===== src/rtl/bgr_pkg.sv =====
package bgr_pkg;
   localparam int STAT_ERR_BIT  = 0;
   localparam int STAT_BUSY_BIT = 1;
   localparam int STAT_DROP_BIT = 2;

   typedef struct packed {
      logic dropped;
      logic busy;
      logic prot_err;
   } bgr_status_t;
endpackage


===== src/rtl/bgr_voted_bit.sv =====
module bgr_voted_bit #(
   parameter int   COPIES    = 3,
   parameter logic RESET_BIT = 1'b1
) (
   input  logic              clk,
   input  logic              rst_n,
   input  logic              tick,
   input  logic              apply,
   input  logic              apply_val,
   input  logic [COPIES-1:0] flip,
   output logic              vote
);
   localparam int MAJ = COPIES / 2 + 1;

   logic [COPIES-1:0] copy_q;
   logic              base;

   if ((COPIES % 2) == 0 || COPIES < 3) begin : g_bad_copies
      $error("bgr_voted_bit: COPIES must be odd and at least 3");
   end

   if (COPIES == 3) begin : g_vote3
      assign vote = (copy_q[0] & copy_q[1]) | (copy_q[1] & copy_q[2]) |
                    (copy_q[0] & copy_q[2]);
   end else begin : g_voteN
      always_comb vote = ($countones(copy_q) >= MAJ);
   end

   assign base = apply ? apply_val : vote;

   for (genvar i = 0; i < COPIES; i++) begin : g_copy
      always_ff @(posedge clk or negedge rst_n) begin
         if (!rst_n)    copy_q[i] <= RESET_BIT;
         else if (tick) copy_q[i] <= base ^ flip[i];
         else           copy_q[i] <= copy_q[i] ^ flip[i];
      end
   end


   quiet_stable_chk: assert property (@(posedge clk) disable iff (!rst_n)
      (!tick && flip == '0) |=> $stable(vote));

   scrub_agree_chk: assert property (@(posedge clk) disable iff (!rst_n)
      (tick && flip == '0) |=> (copy_q == '0 || copy_q == '1));
endmodule


===== src/rtl/bgr_unlock.sv =====
module bgr_unlock #(
   parameter int         ADDR_W    = 2,
   parameter int         DATA_W    = 8,
   parameter logic [7:0] KEY       = 8'hA5,
   parameter int         CTRL_ADDR = 0,
   parameter int         CMD_ADDR  = 1
) (
   input  logic              clk,
   input  logic              rst_n,
   input  logic              acc_en,
   input  logic              acc_wr,
   input  logic [ADDR_W-1:0] acc_addr,
   input  logic [DATA_W-1:0] acc_wdata,
   output logic              wr_ok,
   output logic              prot_err
);
   logic armed_q, err_q, ctrl_wr, key_wr, abort;

   if (DATA_W < 8) begin : g_bad_width
      $error("bgr_unlock: DATA_W must hold the key");
   end

   assign ctrl_wr = acc_en && acc_wr && (acc_addr == ADDR_W'(CTRL_ADDR));
   assign key_wr  = acc_en && acc_wr && (acc_addr == ADDR_W'(CMD_ADDR)) &&
                    (acc_wdata[7:0] == KEY);
   assign wr_ok   = armed_q && ctrl_wr;
   assign abort   = armed_q && acc_en && !ctrl_wr;

   always_ff @(posedge clk or negedge rst_n) begin
      if (!rst_n) begin
         armed_q <= 1'b0;
         err_q   <= 1'b0;
      end else begin
         if (armed_q) armed_q <= !acc_en;
         else         armed_q <= key_wr;
         if (abort)   err_q   <= 1'b1;
      end
   end

   assign prot_err = err_q;


   abort_flag_chk: assert property (@(posedge clk) disable iff (!rst_n)
      (armed_q && acc_en && !(acc_wr && acc_addr == ADDR_W'(CTRL_ADDR)))
      |=> (prot_err && !armed_q));

   err_sticky_chk: assert property (@(posedge clk) disable iff (!rst_n)
      prot_err |=> prot_err);
endmodule


===== src/rtl/bgr_commit.sv =====
module bgr_commit #(
   parameter int VIS_TICKS  = 3,
   parameter int FULL_TICKS = 6
) (
   input  logic clk,
   input  logic rst_n,
   input  logic accept,
   input  logic wval,
   input  logic tick,
   output logic busy,
   output logic apply,
   output logic apply_val
);
   localparam int CNT_W = $clog2(FULL_TICKS + 1);

   logic [CNT_W-1:0] cnt_q;
   logic             busy_q, val_q, done;

   if (VIS_TICKS < 1 || VIS_TICKS > FULL_TICKS) begin : g_bad_ticks
      $error("bgr_commit: need 1 <= VIS_TICKS <= FULL_TICKS");
   end

   assign apply     = busy_q && tick && (cnt_q == CNT_W'(VIS_TICKS - 1));
   assign done      = busy_q && tick && (cnt_q == CNT_W'(FULL_TICKS - 1));
   assign apply_val = val_q;
   assign busy      = busy_q;

   always_ff @(posedge clk or negedge rst_n) begin
      if (!rst_n) begin
         busy_q <= 1'b0;
         cnt_q  <= '0;
         val_q  <= 1'b0;
      end else if (accept && !busy_q) begin
         busy_q <= 1'b1;
         cnt_q  <= '0;
         val_q  <= wval;
      end else if (done) begin
         busy_q <= 1'b0;
         cnt_q  <= '0;
      end else if (busy_q && tick) begin
         cnt_q  <= cnt_q + 1'b1;
      end
   end


   busy_hold_chk: assert property (@(posedge clk) disable iff (!rst_n)
      (busy && !tick) |=> busy);

   busy_start_chk: assert property (@(posedge clk) disable iff (!rst_n)
      $rose(busy) |-> $past(accept));

   idle_count_chk: assert property (@(posedge clk) disable iff (!rst_n)
      !busy |-> (cnt_q == '0));
endmodule


===== src/rtl/bist_guard_reg.sv =====
module bist_guard_reg #(
   parameter int         DATA_W     = 8,
   parameter int         ADDR_W     = 2,
   parameter int         COPIES     = 3,
   parameter logic [7:0] KEY        = 8'hA5,
   parameter int         VIS_TICKS  = 3,
   parameter int         FULL_TICKS = 6,
   parameter logic       RESET_BIT  = 1'b1,
   parameter int         CTRL_ADDR  = 0,
   parameter int         CMD_ADDR   = 1,
   parameter int         STAT_ADDR  = 2
) (
   input  logic              clk,
   input  logic              por_n,
   input  logic              bod_n,
   input  logic              ref_tick,
   input  logic              acc_en,
   input  logic              acc_wr,
   input  logic [ADDR_W-1:0] acc_addr,
   input  logic [DATA_W-1:0] acc_wdata,
   output logic [DATA_W-1:0] acc_rdata,
   input  logic [COPIES-1:0] seu_flip,
   output logic              bist_en
);
   import bgr_pkg::*;

   logic        rst_n, wr_ok, accept, busy, apply, apply_val, vote, drop_q;
   bgr_status_t stat;

   if (CTRL_ADDR == CMD_ADDR || CTRL_ADDR == STAT_ADDR || CMD_ADDR == STAT_ADDR)
   begin : g_bad_map
      $error("bist_guard_reg: addresses must differ");
   end

   assign rst_n = por_n & bod_n;

   bgr_unlock #(.ADDR_W(ADDR_W), .DATA_W(DATA_W), .KEY(KEY),
                .CTRL_ADDR(CTRL_ADDR), .CMD_ADDR(CMD_ADDR)) u_unlock (
      .clk(clk), .rst_n(rst_n), .acc_en(acc_en), .acc_wr(acc_wr),
      .acc_addr(acc_addr), .acc_wdata(acc_wdata),
      .wr_ok(wr_ok), .prot_err(stat.prot_err));

   assign accept = wr_ok && !busy;

   bgr_commit #(.VIS_TICKS(VIS_TICKS), .FULL_TICKS(FULL_TICKS)) u_commit (
      .clk(clk), .rst_n(rst_n), .accept(accept), .wval(acc_wdata[0]),
      .tick(ref_tick), .busy(busy), .apply(apply), .apply_val(apply_val));

   bgr_voted_bit #(.COPIES(COPIES), .RESET_BIT(RESET_BIT)) u_bit (
      .clk(clk), .rst_n(rst_n), .tick(ref_tick), .apply(apply),
      .apply_val(apply_val), .flip(seu_flip), .vote(vote));

   always_ff @(posedge clk or negedge rst_n) begin
      if (!rst_n)             drop_q <= 1'b0;
      else if (wr_ok && busy) drop_q <= 1'b1;
   end

   assign stat.busy    = busy;
   assign stat.dropped = drop_q;
   assign bist_en      = vote;

   always_comb begin
      acc_rdata = '0;
      if (acc_addr == ADDR_W'(CTRL_ADDR))      acc_rdata[0] = vote;
      else if (acc_addr == ADDR_W'(STAT_ADDR)) begin
         acc_rdata[STAT_ERR_BIT]  = stat.prot_err;
         acc_rdata[STAT_BUSY_BIT] = stat.busy;
         acc_rdata[STAT_DROP_BIT] = stat.dropped;
      end
   end


   drop_flag_chk: assert property (@(posedge clk) disable iff (!rst_n)
      (wr_ok && busy) |=> stat.dropped);

   commit_vis_chk: assert property (@(posedge clk) disable iff (!rst_n)
      (apply && seu_flip == '0) |=> (bist_en == $past(apply_val)));

   drop_sticky_chk: assert property (@(posedge clk) disable iff (!rst_n)
      stat.dropped |=> stat.dropped);
endmodule


===== config.mk =====
export PLATFORM = sky130hd
export DESIGN_NAME = bist_guard_reg
export DESIGN_NICKNAME = d
export VERILOG_FILES = /design/src/rtl/bgr_pkg.sv /design/src/rtl/bgr_voted_bit.sv /design/src/rtl/bgr_unlock.sv /design/src/rtl/bgr_commit.sv /design/src/rtl/bist_guard_reg.sv
export SDC_FILE = /design/constraint.sdc
export NUM_CORES = 1
export LEC_CHECK = 0
export ABC_AREA = 1
export BUFFER_PORTS_ARGS = -buffer_cell sky130_fd_sc_hd__buf_2
export CAP_MARGIN = 30
export CORE_MARGIN = 2
export CORE_UTILIZATION = 39
export DETAILED_ROUTE_END_ITERATION = 12
export PLACE_DENSITY = 0.62
export SKIP_LAST_GASP = 1
export SLEW_MARGIN = 20
export SYNTH_ARGS = -nofsm -noshare
export SYNTH_HDL_FRONTEND = slang
export SYNTH_HIERARCHICAL = 1
export SYNTH_SLANG_ARGS = --single-unit

===== constraint.sdc =====
create_clock -name clk -period 1.4 [get_ports clk]
set_input_delay 0.28 -clock clk [delete_from_list [all_inputs] [get_ports clk]]
set_output_delay 0.28 -clock clk [all_outputs]
set_load 0.005 [all_outputs]

==> flow_metrics.tcl, run 1 <==
set metrics [dict create \
    core_area_mm2 0.00194 \
    antenna_found_initial 0 \
    max-cap-violations 0 \
    finalMaxSlewViolations 0 \
    netlist_instances 114 \
    max_stage_delay_ns 0.55 \
    first_global_vias 675 \
    drt_iter0_drc 6 \
    stdcell_area_um2 991 \
    num_vias 739 \
    num_rows 16 \
    syn_area_um2 791 \
    fmax_mhz 638 \
    layout_min_cycle_time_ns 1.57 \
    tritoncts "done" \
    synth_area_leaders "dfrtp_1 25%, nand2_1 14%, dfstp_2 10%, inv_1 10%, nor2_1 6.6%" \
    setup_violations 2 \
    multi_input_area_um2 408 \
    clkLatencyLatePin_ns 0.27 \
    antenna_cells 0 \
    hold_buffers 0 \
    worstPathRequired_ns 1.12 \
    final_cell_mix "28 x nand2_1, 21 x buf_2, 19 x inv_1" \
    hold_slack_ns 0.00602 \
    path_common_cell "nand2_2" \
    h-tree-depth 1 \
    vdd_ir_drop_max_v 0.000803 \
    initial_utilization_pct 40.7 \
    syn_to_final_growth_pct 25.3 \
    firstDrtPassIters 4 \
    layout-drive-gt1-share_pct 36.8 \
    power.leakage_nw 0.596 \
    track_usage_pct 14.5 \
    grt_start_max_net_pins 12 \
    min_period_over_period_pct 112 \
    cp_slowest_cell "dfstp_2" \
    yosysTopAreaCellShare_pct 25.3 \
    num-fill-cells 212 \
    die_height_um 49.0 \
    grt.overflow.total 0 \
    viasPerCell 4.32 \
    worstSetupStartpointType "flip-flop" \
    cp_top_family "flip-flops" \
    nets 167 \
    cts_sinks 11 \
    status "finished with violations" \
    wl_per_cell_um 8.75 \
    path_buf_inv 1 \
    place_ws_ns 0.0622 \
    die_w_um 49.0 \
    cp_cell_sequence "nand2_2 -> nand2_2 -> and2_4 -> nand2_2 -> nand2_1 -> buf_2" \
    portBuffers 22 \
    cts_buffer_depth 2 \
    numCtsBuffers 3 \
    powerDensity_mw_per_mm2 1250 \
    grt_first_pass_wirelength_um 2680 \
    ioPinCount 28 \
    fp.dieArea_mm2 0.00240 \
    crit_path_end_kind "primary output" \
    rsz0062_at_grt "true" \
    hp-class "in2async" \
    cts_root_buf "clkbuf_4" \
    synth.avg_cell_area_um2 6.94 \
    seq_area_um2 279 \
    place_congestion 0.711 \
    cts.clk_slew.worst_paths_ns 0.08 \
    ys_ff_latch 11 \
    critPathArrivalTime_ns 1.29 \
    yosysTopAreaCell "dfrtp_1" \
    clock_skew_ns 0.00737 \
    setup_ws_ns -0.168 \
    totalWireLength_um 1500 \
    crit_type "reg2out" \
    worst-path-max-fanout 2 \
    postRouteAntennaNets 0 \
    yosys_warnings 6 \
    violations "setup timing" \
    dp_hpwl_um 1210 \
    drc 0 \
    fin_util_pct 51.0 \
    place_area_um2 912 \
    synth_cell_types 22 \
    synth.yosys.seq_area_share_pct 35.3 \
    finalHoldViolations 0 \
    layout.cells.most_common "nand2_1" \
]
[routing by layer]
| metal | up-vias | share of wire (%) | track usage (%) |
|---|---|---|---|
| li1 | 392 | - | - |
| met1 | 330 | 44 | 16.6 |
| met2 | 15 | 49 | 25.1 |
| met3 | 2 | 5.4 | 5.52 |
| met4 | 0 | 0.80 | 4.29 |
| met5 | - | 0 | 0 |
[worst paths after layout]
check | startpoint | to | slack, ns | cells past startpoint
setup / recovery | u_bit/copy_q[0]$_DFF_PN1_ | acc_rdata[0] | -0.17 | 6
hold / removal | bod_n | u_unlock/prot_err$_DFFE_PN0P_ | 0.006 | 3
max in group asynchronous | por_n | u_bit/copy_q[1]$_DFF_PN1_ | 1.05 | 3
min in group clk | seu_flip[2] | u_bit/copy_q[2]$_DFF_PN1_ | 0.20 | 3
setup reg to reg | u_commit/cnt_q[0]$_DFFE_PN0P_ | u_bit/copy_q[1]$_DFF_PN1_ | 0.13 | 10
hold reg to reg | drop_q$_DFFE_PN0P_ | drop_q$_DFFE_PN0P_ | 0.47 | 2
[sequential cells by signal, summed over array words and instances, names as in the netlist]
register and cells:
drop_q 1, u_bit/copy_q 3, u_commit/busy 1, u_unlock/prot_err 1
u_commit/apply_val 1, u_commit/cnt_q 3, u_unlock/armed_q 1
[report_power, final]
group	leakage (nW)	switching (mW)	total [mW]	internal, mW
Sequential	0.131	0.0726	0.481	0.408
Clock	0.0150	0.111	0.221	0.110
Combinational	0.450	0.281	0.539	0.257
Total	0.596	0.465	1.24	0.776
[synthesized netlist by cell type, drive strengths merged]
master	n
a21oi	1
and2	1
buf	5
conb	1
dfrtp	8
dfstp	3
ha	3
inv	24
nand2	36
nand3	11
nand4	1
nor2	14
nor3	1
o21ai	3
o22ai	1
or2	1
[worst min-delay path: stages]
cell and delay [ns]:
buf_2 0.07, nand2_1 0.04, inv_1 0.32
[what timing repair did]
action	4_1_cts	5_1_grt
setup buffers	2	3
gates resized for setup	1	6
endpoints found under the hold margin	0	0
pin swaps	1	3
endpoints found under the setup margin	2	5
[cell type report]
type                       instances  area share [%]
multi-input combinational         78            41.2
inverter                          24            9.09
sequential                        11            28.2
clock buffer                       4            2.65
timing repair buffer              27            15.5
tap                               27            3.41
[kinds of logic (layout without fill, tap and decap cells)]
kind of cell    after synthesis  after routing  synth area share, %
flops                        11             11                 35.3
buf+inv                      29             55                 16.1
fa+ha+maj                     3              3                 4.75
other cells                   1              5                0.474
compound gates                5              5                 5.06
simple gates                 65             65                 38.3
[metrics by stage]
step	power [mW]	instances	setup TNS (ns)
3_5_place_dp	0.933	162	0
4_1_cts	1.19	168	-0.226
3_3_place_gp	0.915	162	0
2_1_floorplan	0.824	118	0
6_report	1.24	171	-0.312
5_1_grt	1.37	171	-0.486
Power figures use the tool's default switching activity.
==> inputs of run 2 (changes only) <==
Settings changed: ABC_AREA 1 to not set, PLACE_DENSITY 0.62 to 0.63.
Clock period 1.4 ns to 1.8 ns, I/O delays scaled along.
==> flow_metrics.tcl, run 2 <==
set metrics [dict create \
    status "completed" \
    crit_type "reg2out" \
    finalHoldViolations 0 \
    met1_length_um 592 \
    portBuffers 22 \
    firstDrtPassIters 4 \
    grt.overflow.total 0 \
    finalMaxSlewViolations 0 \
    cp_slowest_cell "dfstp_2" \
    startpoint "u_bit/copy_q[2]$_DFF_PN1_" \
    post_cts.repair.setup_buffers 0 \
    synthFlopType "dfrtp_1" \
    synth_common_cells "8 x dfrtp_1, 5 x buf_4, 5 x inv_1" \
    crit_path_end_kind "primary output" \
    reg.largest.list "u_bit/copy_q (3), u_commit/cnt_q (3)" \
    wl_per_cell_um 10.8 \
    max-cap-violations 0 \
    die_height_um 47.2 \
    power.leakage_nw 0.446 \
    worstSetupStartpointType "flip-flop" \
    setup_violations 0 \
    num_rows 15 \
    r2r-start "u_commit/cnt_q[0]$_DFFE_PN0P_" \
    synth.avg_cell_area_um2 10.5 \
    grt_first_pass_wirelength_um 2090 \
    nets 118 \
    hold_buffers 0 \
    totalWireLength_um 1300 \
    cts_buffer_depth 2 \
    layout.cells.most_common "buf_2" \
    cts_root_buf "clkbuf_4" \
    ff2ff_path_depth 7 \
    dr_wl_met3_um 56 \
    hp-class "in2async" \
    max_stage_delay_ns 0.53 \
    postRouteAntennaNets 0 \
    yosysTopAreaCell "dfrtp_1" \
    async_flop_share_pct 100 \
    yosysTopAreaCellShare_pct 27.5 \
    h-tree-depth 1 \
    dp_cells 116 \
    dp_hpwl_um 1040 \
    synth.most_common_cell "dfrtp_1" \
    core_area_mm2 0.00175 \
    layout_min_cycle_time_ns 1.63 \
    critPathArrivalTime_ns 1.27 \
    fmax_mhz 615 \
    place_congestion 0.778 \
    numCtsBuffers 3 \
    initial_utilization_pct 41.6 \
    critPathCapture "acc_rdata[0]" \
    first_global_vias 519 \
    cp_cell_sequence "maj3_2 -> mux2i_1 -> nor2_1 -> buf_2" \
    min_period_over_period_pct 90.3 \
    worstPathRequired_ns 1.44 \
    rsz0062_at_grt "false" \
    drc 0 \
    viasPerCell 4.88 \
    path_buf_inv 1 \
    final_cell_mix "22 x buf_2, 8 x dfrtp_1, 5 x conb_1, 5 x inv_1, 4 x o21ai_0" \
    worst-path-max-fanout 3 \
    clkLatencyLatePin_ns 0.26 \
    post_cts_resized 0 \
    clock_skew_ns 0.00117 \
    cp_top_family "flip-flops" \
    syn_to_final_growth_pct 20.5 \
    vdd_ir_drop_max_v 0.000449 \
    drt_iter0_drc 4 \
    yosys_warnings 6 \
    synth.yosys.seq_area_share_pct 38.4 \
    die_w_um 47.2 \
    powerDensity_mw_per_mm2 762 \
    top_layer "met4" \
    ioPinCount 28 \
    grt_start_max_net_pins 13 \
    crit_cells 4 \
    multi_input_area_um2 395 \
    stdcell_count 120 \
    seq_area_um2 279 \
    antenna_cells 0 \
    layout-drive-gt1-share_pct 36.8 \
    synth_cell_types 35 \
    rrSetupSlack_ns 0.19 \
    r2r-end "u_bit/copy_q[1]$_DFF_PN1_" \
    final.setup.tns_ns 0 \
    antenna_found_initial 0 \
    tritoncts "done" \
    track_usage_pct 14.0 \
    synth_area_leaders "dfrtp_1 28%, dfstp_2 11%, buf_4 5.2%, ha_1 5.2%, xor2_1 3.6%" \
    synth_edf_count 0 \
    fp.dieArea_mm2 0.00223 \
    num-fill-cells 191 \
    cts.clk_slew.worst_paths_ns 0.07 \
    cts_sinks 11 \
    syn_area_um2 727 \
    wl_met2_um 618 \
    netlist_instances 69 \
    ys_ff_latch 11 \
    num_vias 585 \
]
-- run 2: worst min-delay path by stage --
stage / startpoint / end / slack [ns] / cells after the start
6_report: bod_n / u_unlock/prot_err$_DFFE_PN0P_ / 0.14 / 2
5_1_grt: bod_n / drop_q$_DFFE_PN0P_ / 0.19 / 2
4_1_cts: bod_n / u_commit/cnt_q[0]$_DFFE_PN0P_ / 0.15 / 2
3_5_place_dp: bod_n / u_unlock/prot_err$_DFFE_PN0P_ / 0.44 / 2
3_3_place_gp: bod_n / u_unlock/prot_err$_DFFE_PN0P_ / 0.44 / 2
2_1_floorplan: bod_n / drop_q$_DFFE_PN0P_ / 0.30 / 1
-- run 2: per-layer routing --
layer / track usage, % / up-vias
met5: 0 / -
met3: 3.46 / 4
met2: 22.5 / 16
met4: 10.0 / 0
li1: - / 286
met1: 16.2 / 279
-- run 2: power by group --
group / total [mW] / internal (mW) / switching [mW]
Clock: 0.163 / 0.0856 / 0.0772
Combinational: 0.174 / 0.0870 / 0.0873
Sequential: 0.330 / 0.308 / 0.0223
Total: 0.667 / 0.481 / 0.187
-- run 2: through the flow --
| stage | cell area (µm²) | utilization, % | setup slack (ns) | hold slack [ns] | total power [mW] |
|---|---|---|---|---|---|
| finish | 876 | 50.2 | 0.175 | 0.136 | 0.667 |
| global route | 876 | 50.2 | 0.0305 | 0.187 | 0.725 |
| CTS | 876 | 50.2 | 0.158 | 0.150 | 0.677 |
| detailed placement | 850 | 48.7 | 0.110 | 0.441 | 0.512 |
| global placement | 850 | 48.7 | 0.105 | 0.441 | 0.510 |
| floorplan | 742 | - | 0.278 | 0.295 | 0.453 |
-- run 2: cell type report --
class,count,area share [%]
multi-input cells,51,45.1
flip-flops and latches,11,31.9
repair buffers,24,14.3
well taps,25,3.57
clock buffers,4,3.00
inverters,5,2.14
-- run 2: cells by family after synthesis --
kind of cell | count (synthesis) | share of synthesized area, %
AND/OR/NAND/NOR | 23 | 22.5
AO/OA/AOI/OAI | 13 | 14.6
flip-flops | 11 | 38.4
buffers and inverters | 11 | 9.30
adder cells (fa/ha/maj) | 4 | 6.71
XOR/XNOR | 3 | 3.62
multiplexers | 3 | 4.30
other | 1 | 0.516
==> inputs of run 3 (changes only) <==
Settings changed: CORE_ASPECT_RATIO set to 0.7.
==> flow_metrics.tcl, run 3 (synthesized netlist as in run 2, its figures left out) <==
set metrics [dict create \
    vdd_ir_drop_max_v 0.000529 \
    fmax_mhz 603 \
    r2r-end "u_bit/copy_q[2]$_DFF_PN1_" \
    dp_hpwl_um 1040 \
    cts_root_buf "clkbuf_4" \
    r2r-start "u_commit/cnt_q[0]$_DFFE_PN0P_" \
    grt.overflow.total 0 \
    power.leakage_nw 0.451 \
    rrSetupSlack_ns 0.28 \
    drc 0 \
    crit_path_end_kind "primary output" \
    finalHoldViolations 0 \
    fp.dieArea_mm2 0.00223 \
    place_congestion 0.745 \
    crit_type "reg2out" \
    first_global_vias 486 \
    clkLatencyLatePin_ns 0.26 \
    cts.clk_slew.worst_paths_ns 0.07 \
    num_rows 13 \
    swShare_pct 28.7 \
    p_clk_share_pct 24.6 \
    clock_skew_ns 0.00160 \
    worst-path-max-fanout 3 \
    pwr-share-comb_pct 26.4 \
    ff2ff_path_depth 7 \
    drt_iter0_drc 7 \
    worstSetupStartpointType "flip-flop" \
    portBuffers 22 \
    layout_min_cycle_time_ns 1.66 \
    die_height_um 40.1 \
    track_usage_pct 13.3 \
    cts_sinks 11 \
    intPower_uw 481 \
    reg.largest.list "u_bit/copy_q (3), u_commit/cnt_q (3)" \
    ioPinCount 28 \
    tritoncts "done" \
    grt_first_pass_wirelength_um 2180 \
    numCtsBuffers 3 \
    post_cts.repair.setup_buffers 0 \
    nets 119 \
    final.setup.tns_ns 0 \
    wl_per_cell_um 11.0 \
    setup_violations 0 \
    hold_slack_ns 0.139 \
    place_area_um2 853 \
    min_period_over_period_pct 92.1 \
    powerDensity_mw_per_mm2 762 \
    worstPathRequired_ns 1.44 \
    hold_buffers 0 \
    max-cap-violations 0 \
    grt_start_max_net_pins 13 \
    postRouteAntennaNets 0 \
    viasPerCell 4.79 \
    layout-drive-gt1-share_pct 38.5 \
    rsz0062_at_grt "false" \
    firstDrtPassIters 4 \
    finalMaxSlewViolations 0 \
    cts_buffer_depth 2 \
    final_cell_mix "22 x buf_2, 8 x dfrtp_1, 5 x conb_1, 5 x inv_1, 4 x o21ai_0" \
    antenna_found_initial 0 \
    switchingPower_uw 193 \
    h-tree-depth 1 \
    stdcell_area_um2 885 \
    initial_utilization_pct 40.3 \
    die_w_um 55.6 \
    seqPwrFrac_pct 49.0 \
    totalWireLength_um 1300 \
    syn_to_final_growth_pct 21.7 \
    layout.cells.most_common "buf_2" \
    core_area_mm2 0.00181 \
    antenna_cells 0 \
    hp-class "in2async" \
    status "completed" \
    critPathArrivalTime_ns 1.30 \
    num_vias 565 \
]
-- run 3: power groups by stage --
stage | registers, mW | logic [mW] | clock network, mW
2_1_floorplan | 0.329 | 0.124 | 0
3_3_place_gp | 0.333 | 0.180 | 0
3_5_place_dp | 0.334 | 0.179 | 0
4_1_cts | 0.330 | 0.182 | 0.175
5_1_grt | 0.333 | 0.206 | 0.188
6_report | 0.330 | 0.178 | 0.166
-- run 3: critical path: stages (launching register included) --
cell and delay (ns):
dfstp_2 0.54, maj3_2 0.23, mux2i_1 0.08, nor2_1 0.08, buf_2 0.11
-- run 3: layout make-up --
cell class	instances	area, µm²
Fill cell	183	921
Multi-Input combinational cell	51	400
Sequential cell	11	279
Timing Repair Buffer	25	133
Tap cell	22	27.5
Clock buffer	4	26.3
Inverter	5	18.8
-- run 3: worst max path at each step --
stage / from / to / slack, ns / cells past startpoint
6_report: u_bit/copy_q[2]$_DFF_PN1_ / acc_rdata[0] / 0.14 / 4
5_1_grt: u_bit/copy_q[2]$_DFF_PN1_ / acc_rdata[0] / 0.03 / 4
4_1_cts: u_bit/copy_q[2]$_DFF_PN1_ / acc_rdata[0] / 0.12 / 4
3_5_place_dp: acc_addr[1] / u_commit/cnt_q[2]$_DFFE_PN0P_ / 0.14 / 7
3_3_place_gp: acc_addr[1] / u_commit/apply_val$_DFFE_PN0P_ / 0.15 / 6
2_1_floorplan: acc_addr[1] / u_commit/apply_val$_DFFE_PN0P_ / 0.28 / 5
-- run 3: routing by layer --
| metal | track usage, % | wire, µm | vias to the layer above | share of wire [%] |
|---|---|---|---|---|
| met5 | 0 | 0 | - | 0 |
| met4 | 3.66 | 0 | 0 | 0 |
| met3 | 5.81 | 88 | 0 | 6.8 |
| met2 | 19.0 | 552 | 21 | 42 |
| met1 | 18.1 | 660 | 255 | 51 |
| li1 | - | - | 289 | - |
-- run 3: repair_timing --
| action | in CTS | in global routing |
|---|---|---|
| hold endpoints to repair | 0 | 0 |
| gates resized for setup | 0 | 1 |
| endpoints found under the setup margin | 0 | 1 |
-- run 3: per-stage QoR --
stage	total power, mW	utilization (%)	worst slack (ns)	cells
after detailed placement	0.514	47.3	0.137	114
final	0.674	49.0	0.141	118
after floorplan	0.453	-	0.278	73
after CTS	0.687	48.7	0.117	118
after global placement	0.513	47.3	0.152	114
after global routing	0.728	49.0	0.0347	118
